<file path="src/rtl/rpr_pkg.sv">
package rpr_pkg;

  typedef enum logic [2:0] {
    ST_IDLE,
    ST_COLLECT,
    ST_ANALYZE,
    ST_LOAD,
    ST_SHIFT,
    ST_DONE
  } rpr_state_e;

  // population count of a (zero-extended) 16-bit vector
  function automatic logic [4:0] count_set(input logic [15:0] v);
    logic [4:0] n;
    n = '0;
    for (int i = 0; i < 16; i++) n = n + 5'(v[i]);
    return n;
  endfunction

endpackage

</file>
<file path="src/rtl/rpr_spare_bank.sv">
module rpr_spare_bank #(
  parameter int NUM    = 1,
  parameter int ADDR_W = 6
) (
  input  logic                  clk,
  input  logic                  rst_n,
  input  logic                  clear,
  input  logic                  alloc_en,
  input  logic [ADDR_W-1:0]     alloc_addr,
  input  logic [ADDR_W-1:0]     probe_addr,
  output logic                  probe_hit,
  output logic [4:0]            free_cnt,
  output logic [NUM-1:0]        en_vec,
  output logic [NUM*ADDR_W-1:0] addr_vec
);
  import rpr_pkg::*;

  localparam int SLOT_W = (NUM > 1) ? $clog2(NUM) : 1;

  logic [NUM-1:0]        en_q;
  logic [NUM*ADDR_W-1:0] addr_q;
  logic [NUM-1:0]        slot_match;
  logic                  free_found;
  logic [SLOT_W-1:0]     free_slot;

  for (genvar g = 0; g < NUM; g++) begin : g_match
    assign slot_match[g] = en_q[g] && (addr_q[g*ADDR_W +: ADDR_W] == probe_addr);
  end

  // lowest-index free spare
  always_comb begin
    free_found = 1'b0;
    free_slot  = '0;
    for (int k = NUM - 1; k >= 0; k--) begin
      if (!en_q[k]) begin
        free_found = 1'b1;
        free_slot  = SLOT_W'(k);
      end
    end
  end

  always_ff @(posedge clk or negedge rst_n) begin
    if (!rst_n) begin
      en_q   <= '0;
      addr_q <= '0;
    end else if (clear) begin
      en_q   <= '0;
      addr_q <= '0;
    end else if (alloc_en && free_found) begin
      en_q[free_slot]                        <= 1'b1;
      addr_q[free_slot*ADDR_W +: ADDR_W]     <= alloc_addr;
    end
  end

  assign probe_hit = |slot_match;
  assign free_cnt  = 5'(NUM) - count_set(16'(en_q));
  assign en_vec    = en_q;
  assign addr_vec  = addr_q;

  // a granted spare is never withdrawn within a run
  p_spare_hold_r3: assert property (@(posedge clk) disable iff (!rst_n)
    !clear |=> ((en_q & $past(en_q)) == $past(en_q)));

  // the controller only requests a spare when one is free
  p_alloc_room_r5: assert property (@(posedge clk) disable iff (!rst_n)
    alloc_en |-> (free_cnt != 5'd0));

endmodule

</file>
<file path="src/rtl/rpr_fail_table.sv">
module rpr_fail_table #(
  parameter int DEPTH = 4,
  parameter int ROW_W = 6,
  parameter int COL_W = 4,
  localparam int IDX_W = (DEPTH > 1) ? $clog2(DEPTH) : 1
) (
  input  logic             clk,
  input  logic             rst_n,
  input  logic             clear,
  input  logic [ROW_W-1:0] q_row,
  input  logic [COL_W-1:0] q_col,
  output logic             hit_same,
  output logic             hit_row,
  output logic             hit_col,
  input  logic             ins_en,
  input  logic             kill_row_en,
  input  logic             kill_col_en,
  input  logic [IDX_W-1:0] rd_idx,
  input  logic             rd_kill,
  output logic             rd_valid,
  output logic [ROW_W-1:0] rd_row,
  output logic [COL_W-1:0] rd_col,
  output logic [4:0]       used_cnt
);
  import rpr_pkg::*;

  logic [DEPTH-1:0] vld_q;
  logic [ROW_W-1:0] row_q [DEPTH];
  logic [COL_W-1:0] col_q [DEPTH];
  logic [DEPTH-1:0] row_eq, col_eq, drop;
  logic             has_room;
  logic [IDX_W-1:0] ins_slot;

  for (genvar g = 0; g < DEPTH; g++) begin : g_cmp
    assign row_eq[g] = vld_q[g] && (row_q[g] == q_row);
    assign col_eq[g] = vld_q[g] && (col_q[g] == q_col);
    assign drop[g]   = (kill_row_en && row_eq[g]) || (kill_col_en && col_eq[g]) ||
                       (rd_kill && (rd_idx == IDX_W'(g)));
  end

  always_comb begin
    has_room = 1'b0;
    ins_slot = '0;
    for (int k = DEPTH - 1; k >= 0; k--) begin
      if (!vld_q[k]) begin
        has_room = 1'b1;
        ins_slot = IDX_W'(k);
      end
    end
  end

  always_ff @(posedge clk or negedge rst_n) begin
    if (!rst_n) begin
      vld_q <= '0;
      for (int k = 0; k < DEPTH; k++) begin
        row_q[k] <= '0;
        col_q[k] <= '0;
      end
    end else if (clear) begin
      vld_q <= '0;
    end else begin
      vld_q <= vld_q & ~drop;
      if (ins_en && has_room) begin
        vld_q[ins_slot] <= 1'b1;
        row_q[ins_slot] <= q_row;
        col_q[ins_slot] <= q_col;
      end
    end
  end

  assign hit_same = |(row_eq & col_eq);
  assign hit_row  = |row_eq;
  assign hit_col  = |col_eq;
  assign rd_valid = vld_q[rd_idx];
  assign rd_row   = row_q[rd_idx];
  assign rd_col   = col_q[rd_idx];
  assign used_cnt = count_set(16'(vld_q));

  // an insertion never meets a full table
  p_insert_room_r6: assert property (@(posedge clk) disable iff (!rst_n)
    ins_en |-> has_room);

  // an entry that shares a row or column is never inserted beside it
  p_no_dup_r11: assert property (@(posedge clk) disable iff (!rst_n)
    ins_en |-> !(hit_row || hit_col));

endmodule

</file>
<file path="src/rtl/rpr_sig_chain.sv">
module rpr_sig_chain #(
  parameter int W = 12,
  localparam int CNT_W = $clog2(W + 1)
) (
  input  logic         clk,
  input  logic         rst_n,
  input  logic         load,
  input  logic [W-1:0] load_data,
  output logic         ser_bit,
  output logic         ser_valid,
  output logic         ser_last
);
  logic [W-1:0]     sh_q;
  logic [CNT_W-1:0] left_q;

  always_ff @(posedge clk or negedge rst_n) begin
    if (!rst_n) begin
      sh_q   <= '0;
      left_q <= '0;
    end else if (load) begin
      sh_q   <= load_data;
      left_q <= CNT_W'(W);
    end else if (left_q != '0) begin
      sh_q   <= sh_q >> 1;
      left_q <= left_q - 1'b1;
    end
  end

  assign ser_bit   = sh_q[0];
  assign ser_valid = (left_q != '0);
  assign ser_last  = (left_q == CNT_W'(1));

  // the strobe only ends after the final bit
  p_shift_len_r8: assert property (@(posedge clk) disable iff (!rst_n)
    $fell(ser_valid) |-> $past(ser_last));

  // a load always opens a full-length window
  p_load_window_r8: assert property (@(posedge clk) disable iff (!rst_n)
    load |=> (ser_valid && left_q == CNT_W'(W)));

endmodule

</file>
<file path="src/rtl/repair_analyzer.sv">
module repair_analyzer #(
  parameter int ROW_W = 6,
  parameter int COL_W = 4,
  parameter int NR    = 1,
  parameter int NC    = 1,
  parameter int DEPTH = 4,
  localparam int IDX_W = (DEPTH > 1) ? $clog2(DEPTH) : 1,
  localparam int SIG_W = NR * ROW_W + NR + NC * COL_W + NC
) (
  input  logic                clk,
  input  logic                rst_n,
  input  logic                bist_start,
  input  logic                bist_done,
  input  logic                fail_valid,
  input  logic [ROW_W-1:0]    fail_row,
  input  logic [COL_W-1:0]    fail_col,
  output logic [NR*ROW_W-1:0] rra,
  output logic [NR-1:0]       rae,
  output logic [NC*COL_W-1:0] cra,
  output logic [NC-1:0]       cae,
  output logic                repairable,
  output logic                analysis_done,
  output logic                sig_bit,
  output logic                sig_valid
);
  import rpr_pkg::*;

  rpr_state_e       state_q;
  logic [IDX_W-1:0] scan_q;
  logic             unrep_q;

  // named internal events
  logic clear, fail_take, covered, set_unrep, sig_load, ser_last;
  logic row_hit, col_hit, hit_same, hit_row, hit_col;
  logic row_alloc, col_alloc, tbl_ins, kill_row, kill_col, rd_kill;
  logic [ROW_W-1:0] row_alloc_addr, rd_row;
  logic [COL_W-1:0] col_alloc_addr, rd_col;
  logic             rd_valid;
  logic [4:0]       row_free, col_free, used_cnt;
  logic [5:0]       spare_free;

  assign clear     = bist_start && (state_q == ST_IDLE || state_q == ST_DONE);
  assign fail_take = fail_valid && (state_q == ST_COLLECT);
  assign covered   = row_hit || col_hit;
  assign spare_free = 6'(row_free) + 6'(col_free);
  assign sig_load  = (state_q == ST_LOAD);

  // allocation decisions: must-repair during collection, leftovers in analysis
  always_comb begin
    row_alloc      = 1'b0;
    col_alloc      = 1'b0;
    row_alloc_addr = fail_row;
    col_alloc_addr = fail_col;
    tbl_ins        = 1'b0;
    kill_row       = 1'b0;
    kill_col       = 1'b0;
    rd_kill        = 1'b0;
    set_unrep      = 1'b0;
    if (fail_take && !covered && !hit_same) begin
      if (hit_row) begin
        if (row_free != 5'd0) begin
          row_alloc = 1'b1;
          kill_row  = 1'b1;
        end else begin
          set_unrep = 1'b1;
        end
      end else if (hit_col) begin
        if (col_free != 5'd0) begin
          col_alloc = 1'b1;
          kill_col  = 1'b1;
        end else begin
          set_unrep = 1'b1;
        end
      end else if (6'(used_cnt) < spare_free) begin
        tbl_ins = 1'b1;
      end else begin
        set_unrep = 1'b1;
      end
    end else if (state_q == ST_ANALYZE && rd_valid) begin
      rd_kill = 1'b1;
      if (row_free != 5'd0) begin
        row_alloc      = 1'b1;
        row_alloc_addr = rd_row;
      end else if (col_free != 5'd0) begin
        col_alloc      = 1'b1;
        col_alloc_addr = rd_col;
      end else begin
        set_unrep = 1'b1;
      end
    end
  end

  always_ff @(posedge clk or negedge rst_n) begin
    if (!rst_n) begin
      state_q <= ST_IDLE;
      scan_q  <= '0;
      unrep_q <= 1'b0;
    end else begin
      if (clear)          unrep_q <= 1'b0;
      else if (set_unrep) unrep_q <= 1'b1;

      if (state_q == ST_ANALYZE) scan_q <= scan_q + 1'b1;
      else                       scan_q <= '0;

      case (state_q)
        ST_IDLE, ST_DONE: if (bist_start) state_q <= ST_COLLECT;
        ST_COLLECT:       if (bist_done)  state_q <= ST_ANALYZE;
        ST_ANALYZE:       if (scan_q == IDX_W'(DEPTH - 1)) state_q <= ST_LOAD;
        ST_LOAD:          state_q <= ST_SHIFT;
        ST_SHIFT:         if (ser_last) state_q <= ST_DONE;
        default:          state_q <= ST_IDLE;
      endcase
    end
  end

  rpr_spare_bank #(.NUM(NR), .ADDR_W(ROW_W)) u_rows (
    .clk(clk), .rst_n(rst_n), .clear(clear),
    .alloc_en(row_alloc), .alloc_addr(row_alloc_addr),
    .probe_addr(fail_row), .probe_hit(row_hit),
    .free_cnt(row_free), .en_vec(rae), .addr_vec(rra)
  );

  rpr_spare_bank #(.NUM(NC), .ADDR_W(COL_W)) u_cols (
    .clk(clk), .rst_n(rst_n), .clear(clear),
    .alloc_en(col_alloc), .alloc_addr(col_alloc_addr),
    .probe_addr(fail_col), .probe_hit(col_hit),
    .free_cnt(col_free), .en_vec(cae), .addr_vec(cra)
  );

  rpr_fail_table #(.DEPTH(DEPTH), .ROW_W(ROW_W), .COL_W(COL_W)) u_table (
    .clk(clk), .rst_n(rst_n), .clear(clear),
    .q_row(fail_row), .q_col(fail_col),
    .hit_same(hit_same), .hit_row(hit_row), .hit_col(hit_col),
    .ins_en(tbl_ins), .kill_row_en(kill_row), .kill_col_en(kill_col),
    .rd_idx(scan_q), .rd_kill(rd_kill),
    .rd_valid(rd_valid), .rd_row(rd_row), .rd_col(rd_col),
    .used_cnt(used_cnt)
  );

  rpr_sig_chain #(.W(SIG_W)) u_chain (
    .clk(clk), .rst_n(rst_n), .load(sig_load),
    .load_data({cae, cra, rae, rra}),
    .ser_bit(sig_bit), .ser_valid(sig_valid), .ser_last(ser_last)
  );

  assign repairable    = !unrep_q;
  assign analysis_done = (state_q == ST_DONE);

  // unrepairable is sticky until a new run
  p_unrep_sticky_r5: assert property (@(posedge clk) disable iff (!rst_n)
    (unrep_q && !clear) |=> unrep_q);

  // mismatch strobes outside collection leave results untouched
  p_ignore_outside_r7: assert property (@(posedge clk) disable iff (!rst_n)
    (fail_valid && !bist_start && (state_q == ST_IDLE || state_q == ST_DONE)) |=>
      ($stable(rae) && $stable(cae) && $stable(rra) && $stable(cra) && $stable(unrep_q)));

  // a covered failure changes nothing
  p_covered_ignored_r2: assert property (@(posedge clk) disable iff (!rst_n)
    (fail_take && covered) |=> ($stable(rae) && $stable(cae) && $stable(unrep_q)));

  // pending failures never outnumber the free spares
  p_table_fits_r6: assert property (@(posedge clk) disable iff (!rst_n)
    (state_q == ST_COLLECT) |-> (6'(used_cnt) <= spare_free));

  // once done, the serial port is quiet
  p_done_quiet_r9: assert property (@(posedge clk) disable iff (!rst_n)
    analysis_done |-> !sig_valid);

endmodule

</file>
<file path="config.mk">
export PLATFORM = sky130hd
export DESIGN_NAME = repair_analyzer
export DESIGN_NICKNAME = d
export VERILOG_FILES = /design/src/rtl/rpr_pkg.sv /design/src/rtl/rpr_spare_bank.sv /design/src/rtl/rpr_fail_table.sv /design/src/rtl/rpr_sig_chain.sv /design/src/rtl/repair_analyzer.sv
export SDC_FILE = /design/constraint.sdc
export NUM_CORES = 1
export LEC_CHECK = 0
export CORE_MARGIN = 10
export CORE_UTILIZATION = 44
export DETAILED_ROUTE_END_ITERATION = 8
export PLACE_DENSITY_LB_ADDON = 0.05
export REMOVE_ABC_BUFFERS = 1
export SYNTH_ARGS = -nofsm -noshare
export SYNTH_HDL_FRONTEND = slang
export SYNTH_SLANG_ARGS = --single-unit
export TNS_END_PERCENT = 50
</file>
<file path="constraint.sdc">
create_clock -name clk -period 9.3 [get_ports clk]
set_input_delay 1.395 -clock clk [delete_from_list [all_inputs] [get_ports clk]]
set_output_delay 1.395 -clock clk [all_outputs]
set_load 0.005 [all_outputs]
</file>
After elaboration in Yosys (flattened, before gate mapping)
Cells that the tools add are included.
{ "word_totals": {"reg_bits": 78, "input_bits": 15, "out_inout_bits": 16} }
{ "classes": {"add_sub_neg": 8, "magnitude_cmp": 7, "n_eq_ne": 23, "muxes": 81, "bitwise": 7, "reduce_logical": 60} }
{ "ops": {"columns": ["cell", "count"], "rows": [
  ["4-bit two-way mux", 13],
  ["6-bit two-way mux", 8],
  ["1-bit two-way mux", 40],
  ["1-bit logical AND", 32],
  ["6-bit == test", 5],
  ["24-bit bitwise mux", 1],
  ["12-bit two-way mux", 2],
  ["4-bit == test", 5],
  ["16-bit bitwise mux", 1],
  ["3-bit one-hot mux with 5 select lines", 1],
  ["6-bit binary-select mux with 2-bit select", 1],
  ["6-bit demux with 2-bit select", 1],
  ["3-bit two-way mux", 4],
  ["4-bit OR reduction", 3],
  ["5-bit by 1-bit adder with 5-bit output", 2],
  ["1-bit logical OR", 10],
  ["2-bit two-way mux", 5],
  ["5-bit nonzero test", 2],
  ["4-bit bitwise AND", 2],
  ["4-bit binary-select mux with 2-bit select", 1],
  ["4-bit demux with 2-bit select", 1],
  ["2-bit nonzero test", 4],
  ["5-bit by 5-bit adder with 6-bit output", 1],
  ["3-bit by 2-bit == test with 1-bit output, second input constant", 2],
  ["other kinds (29)", 39]
]} }

Longest topological paths before layout
Gate-level depths: netlist (run 1).
{ "depth": {"depth_word": 15, "ltp_mapped": 12, "depth_no_buf": 11} }

Cells and area by module
Synthesis (run 1) repeated with hierarchy kept, for this count alone.
{ "unflattened": {"hier_cells": 472, "area_unflattened_um2": 4972.3} }
{ "modules_own_cells": {"columns": ["mod", "n_inst", "cells_per_inst", "area_each_um2", "seq_area_each_um2"], "rows": [
  ["rpr_fail_table", 1, 222, 2631.3, 1101.1],
  ["repair_analyzer", 1, 90, 837.1, 150.1],
  ["rpr_sig_chain", 1, 85, 805.8, 400.4],
  ["rpr_spare_bank at u_rows", 1, 38, 392.9, 175.2],
  ["rpr_spare_bank at u_cols", 1, 37, 305.3, 125.1]
]} }

Worst setup path before layout (run 1)
No wires, ideal clock.
{ "synth_timing": {"kind": "input -> register", "startpoint": "input port fail_row[0]", "endpoint": "register u_table.col_q[10] (netlist name)", "setup_time_ps": 125, "arrival_ps": 3234, "required_time_ps": 9175, "slack_ps": 5942, "cell_stages": 10, "path_buffers": 3, "cell_sequence": "buf_6 xnor2_1 nand2_1 or4_1 and4b_1 buf_6 nand4_4 or3_1 buf_6 mux2_2"} }
{ "synth_via": {"elab_chain_cells": 9, "word_cells_on_any_way": 22, "classes_between": "eq/ne (5); mux (2); bitwise (1); reduce/logical (14)"} }
{ "synth_rtl": {"columns": ["item", "line_no", "rtl"], "rows": [
  ["start: declaration", "repair_analyzer.sv:15", "input logic [ROW_W-1:0] fail_row,"],
  ["6-bit == test, on equally long branches", "rpr_fail_table.sv:35, rpr_spare_bank.sv:27", null],
  ["1-bit logical AND, on equally long branches", "rpr_fail_table.sv:35, rpr_spare_bank.sv:27", null],
  ["4-bit bitwise AND or 1-bit logical OR (tied branches)", "rpr_fail_table.sv:71, repair_analyzer.sv:44", null],
  ["4-bit OR reduction or 1-bit logical NOT (tied branches)", "rpr_fail_table.sv:71, repair_analyzer.sv:59", null],
  ["1-bit logical NOT or 1-bit logical AND (tied branches)", "repair_analyzer.sv:59", "if (fail_take && !covered && !hit_same) begin"],
  ["1-bit logical AND", "repair_analyzer.sv:59", null],
  ["1-bit two-way mux (*)", "repair_analyzer.sv:59", null],
  ["1-bit logical AND (*)", "rpr_fail_table.sv:63", "if (ins_en && has_room) begin"],
  ["2-bit AND reduction (no line) (*)", null, null],
  ["end signal: indexed assignment", "rpr_fail_table.sv:66", "col_q[ins_slot] <= q_col;"],
  ["end: declaration", "rpr_fail_table.sv:29", "logic [COL_W-1:0] col_q [DEPTH];"]
]} }
Every way passes the cells marked *; elsewhere a longest branch is shown, timed or not.
A chain may end at the register's enable or synchronous reset.

Worst setup path after layout (run 1)
{ "layout_timing": {"startpoint": "input port fail_row[2]", "endpoint": "register u_table.row_q[12] (netlist name)"} }
{ "layout_via": {"elab_chain_cells": 9, "word_cells_on_any_way": 22, "classes_between": "eq/ne (5); mux (2); bitwise (1); reduce/logical (14)"} }
{ "layout_rtl": {"columns": ["item", "line_no", "rtl"], "rows": [
  ["6-bit == test, on equally long branches", "rpr_fail_table.sv:35, rpr_spare_bank.sv:27", null],
  ["1-bit logical AND, on equally long branches", "rpr_fail_table.sv:35, rpr_spare_bank.sv:27", null],
  ["4-bit bitwise AND or 1-bit logical OR (tied branches)", "rpr_fail_table.sv:71, repair_analyzer.sv:44", null],
  ["4-bit OR reduction or 1-bit logical NOT (tied branches)", "rpr_fail_table.sv:71, repair_analyzer.sv:59", null],
  ["1-bit logical NOT or 1-bit logical AND (tied branches)", "repair_analyzer.sv:59", null],
  ["1-bit logical AND", "repair_analyzer.sv:59", null],
  ["1-bit two-way mux (*)", "repair_analyzer.sv:59", null],
  ["1-bit logical AND (*)", "rpr_fail_table.sv:63", null],
  ["2-bit AND reduction (no line) (*)", null, null],
  ["end signal: indexed assignment", "rpr_fail_table.sv:65", "row_q[ins_slot] <= q_row;"],
  ["end: declaration", "rpr_fail_table.sv:28", "logic [ROW_W-1:0] row_q [DEPTH];"]
]} }
Marked as above.

==> run metrics, run 1 <==
initial DRC count=189; Longest Clk Path Bufs=2; Net Sw Frac=37.3%; Tot Pwr=1.30 mW; yosys warns=0; register area share after synthesis=41.6%; RSZ-0062 raised after global routing=false; combinational power share=39.0%; GRT met1 Usage=20.5%; skew final=0.0138 ns; postcts setup bufs=0; setup violation total in the final timing report=0; GR Overflow Total=0; power share of the clock group=18.0%; initial core utilization=45.3%; Slew Viols, Final=0; Netlist cell types=51; Synth area leaders=dfrtp_1, mux2_2, xnor2_1, mux2i_1, mux4_2; sequential share of power=43.1%; Cell Area, Synth=4690 µm²; critical path class=in2reg; Power Density=251 nW/µm²; hold bufs inserted after CTS=0; chip height=123 µm; utilization after layout=49.7%; final std cells w/o fill=570; ys async rst share=100%; Antenna diodes=0; TritonCTS Sinks=78; DRT antenna net count=0; Via density=5.51; GP Congestion=0.849; worst slack, placed=4.80 ns; cell-internal power=812 µW; fin nets=458; TritonCTS Buffers=9; largest net degree at the start of global routing=79; Root Driver=clkbuf_8; max_slew headroom=32.7%; vias in the first global route=3223; worst setup margin=5.17 ns; # rows=37; DR vias=3143; Worst-path clk slew=0.09 ns; Total Wirelength=10900 µm; Core ar.=10400 µm²; Worst Setup Start Kind=input port; proportion of layout cells with a drive suffix above 1=18.4%; NetSw=483 µW; Worst EP arrival=4.36 ns; highest clock rate=242 MHz; Worst EP required=9.53 ns; peak fanout along the critical path=11; GR Util met2=22.9%; Layout area overhead=9.89%; Total Routing Usage GR=15.0%; IO buf count=30; outcome=complete, no violations; grt met3 use=2.73%; Final Cycle Share=44.4%; clock latency on the worst-skew pair=0.35 ns; setup TNS=0 ns; Post-Syn Instances=413; CTS H-tree lvls=3; placed inst area=4980 µm²; leakage=2.25 nW; share of the synthesized area in the top cell type=41.6%; post-DP HPWL=7650 µm; drt wl/cell=19.1 µm; initial antenna violation count=0; slew of the pin with the lowest slew margin=1.01 ns; most used routing layer in global routing=met2; reg2reg setup slack=5.75 ns; Crit. End Element=flop; CTS tree=built; VDD IR-drop max=0.104 mV; hold crit path type=reg2reg; Die W=123 µm; Die ar.=15200 µm²; I/O pins=31; CTS resizes=0; Inst Count DP=554; number of enable flip-flop cells after synthesis=0; Hold Fails Final Rpt=0; top_reg_cell synth=dfrtp_1; first-pass GRT wire length=17800 µm; Hold WS=0.530 ns; drt first pass iters=4; Syn Area/Cell=11.4 µm²; Yosys reg bits=78; post-layout instance area=5160 µm²; largest area contributor in the netlist=dfrtp_1; Final min period=4.13 ns; max-cap viol count=0; DRC=0
==> cells by family after synthesis <==
logic type               count (synthesis)  share of synthesized area, %
flip-flops                              78                          41.6
AO/OA/AOI/OAI                           54                          6.69
AND/OR/NAND/NOR                         93                          11.1
adder cells (fa/ha/maj)                 14                          3.89
buffers and inverters                   43                          5.49
multiplexers                            78                          21.4
XOR/XNOR                                53                          9.89
==> registers in the layout, indices dropped and copies added, names as in the netlist <==
signal           flops
u_table.row_q       24
u_table.col_q       16
u_chain.sh_q        12
u_rows.addr_vec      6
u_chain.left_q       4
u_cols.addr_vec      4
u_table.vld_q        4
state_q              3
scan_q               2
u_cols.en_vec        1
u_rows.en_vec        1
unrep_q              1
==> routing by layer <==
| metal | routed length [µm] | vias up |
|---|---|---|
| li1 | - | 1501 |
| met1 | 5420 | 1567 |
| met2 | 4860 | 58 |
| met3 | 371 | 17 |
| met4 | 261 | 0 |
| met5 | 0 | - |
==> layout by cell type (no fill, tap or decap), types with 9 or more instances in the layout <==
master,n
dfrtp_1,78
xnor2_1,35
mux2_2,31
nand2_1,30
clkdlybuf4s50_1,29
mux2i_1,26
o21ai_0,25
xor2_1,18
inv_1,15
a21oi_1,14
ha_1,13
nor2_1,12
mux4_2,11
clkbuf_8,10
mux2_4,9
==> critical path: stages <==
cell and delay [ns]:
clkdlybuf4s50_1 0.76, xnor2_1 0.18, nand4_1 0.14, nor4_1 0.42, and4b_1 0.37, nand4_4 0.15
or3_1 0.52, mux2_2 0.40
==> cell usage after synthesis (all sizes together), types with 2 or more instances <==
cell	count
dfrtp	78
mux2	41
nor4	4
or4	2
nor3	9
or2	2
mux2i	26
or3	4
a21o	2
nand4	9
xnor2	35
xor2	18
nand3	7
nand2	30
o21ai	25
a211oi	4
and4bb	2
and3b	2
nor2	13
a211o	2
and3	2
a21oi	14
inv	15
buf	21
o22ai	2
ha	13
mux4	11
nand3b	2
clkbuf	7
==> path summary, 6_finish.rpt <==
kind	start	endpoint	depth (start not counted)
max	fail_row[2]	u_table.row_q[12]$_DFFE_PN0P_	8
min	u_chain.left_q[3]$_DFFE_PN0P_	u_chain.left_q[3]$_DFFE_PN0P_	1
max reg2reg	u_table.vld_q[0]$_DFF_PN0_	u_table.col_q[11]$_DFFE_PN0P_	11
min reg2reg	u_chain.left_q[3]$_DFFE_PN0P_	u_chain.left_q[3]$_DFFE_PN0P_	1
max in group asynchronous	rst_n	u_table.row_q[6]$_DFFE_PN0P_	1
min in group asynchronous	rst_n	state_q[2]$_DFFE_PN0P_	1
==> power by group through the flow <==
| stage | Sequential, mW | Combinational, mW | Clock, mW |
|---|---|---|---|
| 6_report | 0.558 | 0.505 | 0.233 |
| 5_1_grt | 0.575 | 0.562 | 0.254 |
| 4_1_cts | 0.557 | 0.511 | 0.240 |
| 3_5_place_dp | 0.564 | 0.507 | 0 |
| 3_3_place_gp | 0.562 | 0.503 | 0 |
| 2_1_floorplan | 0.536 | 0.359 | 0 |
==> layout make-up <==
cell class | instances | area (µm²)
Fill cell | 993 | 5210
Multi-Input combinational cell | 292 | 2480
Clock inverter | 6 | 37.5
Inverter | 15 | 56.3
Sequential cell | 78 | 1950
Tap cell | 136 | 170
Timing Repair Buffer | 33 | 320
Clock buffer | 10 | 138
Note: power is estimated with default switching activity, not from simulation.
==> inputs of run 2 (changes only) <==
clock period = 3.4 ns   (was 9.3 ns; I/O delays follow)
==> run 2 against run 1 <==
Compared with the run above: the run now ends with negative setup slack left; core utilization up 6.0 points; sequential power grew to 2.7 times the previous value; non-clock buffer count rose by 58; critical path depth is 5 higher; cell area up 12%; die area is the same; sequential share of layout area is 4.1 points lower; critical endpoint is now u_table.col_q[1]$_DFFE_PN0P_.
==> run metrics, run 2 (synthesis gave the netlist of run 1 again) <==
TritonCTS Buffers=9 (unchanged); initial core utilization=45.3% (unchanged); leakage=2.58 nW (+15%); Power Density=707 nW/µm² (+180%); # rows=37 (unchanged); Final min period=3.41 ns; Layout area overhead=23.1%; Crit. End Element=flop; RSZ-0062 raised after global routing=true; drt first pass iters=4 (unchanged); Longest Clk Path Bufs=2 (unchanged); initial antenna violation count=0 (unchanged); Worst EP required=3.64 ns (-5.89 ns); Total Routing Usage GR=15.6% (+0.65 points); first-pass GRT wire length=18600 µm (+4.5%); violated checks=negative setup slack; critical path class=reg2reg; chip height=123 µm (unchanged); Total Wirelength=11500 µm (+5.8%); final std cells w/o fill=629 (+10%); worst setup margin=-0.0137 ns (-5.18 ns); Worst-path clk slew=0.10 ns (about the same); setup violation total in the final timing report=6 (+6); DRC=0 (unchanged); Hold Fails Final Rpt=0 (unchanged); GP Congestion=0.846 (-0.39%); peak fanout along the critical path=6 (-5); setup TNS=-0.0633 ns (-0.0633 ns); DR vias=3368 (+7.2%); TritonCTS Sinks=78 (unchanged); slew of the pin with the lowest slew margin=1.02 ns (+0.00543 ns); vias in the first global route=3431 (+6.5%); fin nets=517 (+13%); hold crit path type=in2async; CTS tree=built; max-cap viol count=0 (unchanged); clock latency on the worst-skew pair=0.36 ns (about the same); worst slack, placed=-0.132 ns (-4.93 ns); Die ar.=15200 µm² (unchanged); Worst Setup Start Kind=flop; Inst Count DP=605 (+9.2%); Final Cycle Share=100%; IO buf count=30 (unchanged); post-layout instance area=5780 µm² (+12%); DRT antenna net count=0 (unchanged); highest clock rate=293 MHz; initial DRC count=261 (+38%); largest net degree at the start of global routing=79 (unchanged); placed inst area=5390 µm² (+8.2%); top flop regs=u_table.row_q (24), u_table.col_q (16), u_chain.sh_q (12); post-DP HPWL=8220 µm (+7.4%); commonest cells after routing, fill and taps aside=dfrtp_1, buf_4, xnor2_1, mux2_2, nand2_1; proportion of layout cells with a drive suffix above 1=29.4% (+11 points); Tot Pwr=4.08 mW (+220%); Root Driver=clkbuf_8; Core ar.=10400 µm² (unchanged); VDD IR-drop max=0.295 mV (+180%); max_slew headroom=32.3% (-0.36 points); I/O pins=31 (unchanged); most common cell after layout, fill and taps aside=dfrtp_1; Via density=5.35 (-2.9%); Reg with most FFs=u_table.row_q; drt wl/cell=18.4 µm (-4.1%); CTS H-tree lvls=3 (unchanged); outcome=finished, violations left; skew final=0.0155 ns (+0.00169 ns); hold bufs inserted after CTS=0 (unchanged); Slew Viols, Final=0 (unchanged); Worst EP arrival=3.66 ns (-0.70 ns); Die W=123 µm (unchanged); GR Overflow Total=0 (unchanged); max reg flops=24 (unchanged); Antenna diodes=0 (unchanged)
-- run 2: cell count changes in the layout (fill, tap and decap cells not counted), sizes merged --
cell      previous run  this run
buf                  4        62
or4                  2         3
inv                 15        16
bufinv               0         4
clkbuf              10         9
clkinvlp             3         1
clkinv               3         1
-- run 2: worst paths after layout --
kind | startpoint | end | slack [ns] | cells after the start
worst max-delay path | u_table.vld_q[0]$_DFF_PN0_ | u_table.col_q[1]$_DFFE_PN0P_ | -0.01 | 13
worst min-delay path | rst_n | u_chain.left_q[0]$_DFFE_PN0P_ | 0.31 | 1
worst max register to register | u_table.vld_q[0]$_DFF_PN0_ | u_table.col_q[1]$_DFFE_PN0P_ | -0.01 | 13
worst min register to register | u_chain.sh_q[11]$_DFFE_PN0P_ | u_chain.sh_q[11]$_DFFE_PN0P_ | 0.53 | 2
max in group asynchronous | rst_n | u_table.col_q[6]$_DFFE_PN0P_ | 2.43 | 1
min in group clk | u_chain.sh_q[11]$_DFFE_PN0P_ | u_chain.sh_q[11]$_DFFE_PN0P_ | 0.53 | 2
-- run 2: per-stage QoR --
stage | hold WS (ns) | util [%]
floorplan | 0.214 | -
global placement | 0.505 | 52.0
detailed placement | 0.522 | 52.0
CTS | 0.353 | 55.3
global route | 0.383 | 55.7
finish | 0.305 | 55.7
-- run 2: routing by layer --
metal / wire length, µm / global-route usage [%] / part of all wire, %
met3: 512 / 2.23 / 4.4
met4: 255 / 6.04 / 2.2
met2: 5180 / 23.3 / 45
met1: 5600 / 22.4 / 48
met5: 0 / 0 / 0
-- run 2: what timing repair did --
action / 4_1_cts / 5_1_grt
resized for setup: 9 / 1
buffers inserted: 3 / 4
setup endpoints to repair: 21 / 21
cloned: 1 / 0
pin swaps: 7 / 1
-- run 2: cell type report --
| type | instances | area, µm² |
|---|---|---|
| Sequential cell | 78 | 1950 |
| Clock buffer | 9 | 124 |
| Tap cell | 136 | 170 |
| Inverter | 15 | 56.3 |
| Timing Repair Buffer | 91 | 788 |
| Multi-Input combinational cell | 293 | 2540 |
| Fill cell | 932 | 4590 |
| Clock inverter | 7 | 145 |
-- run 2: power breakdown --
group / internal (mW) / switching [mW] / leakage (nW)
sequential: 1.21 / 0.298 / 1.04
combinational: 0.888 / 0.750 / 1.41
clock: 0.566 / 0.374 / 0.130
-- run 2: worst max-delay path, stage by stage, from the launching register on --
cell	delay [ns]
dfrtp_1	0.41
ha_4	0.27
inv_2	0.03
fa_2	0.34
inv_2	0.07
ha_4	0.20
ha_4	0.21
a211o_1	0.31
nor3_2	0.18
nand4_4	0.11
buf_6	0.14
buf_6	0.10
or4_4	0.60
mux2_4	0.33
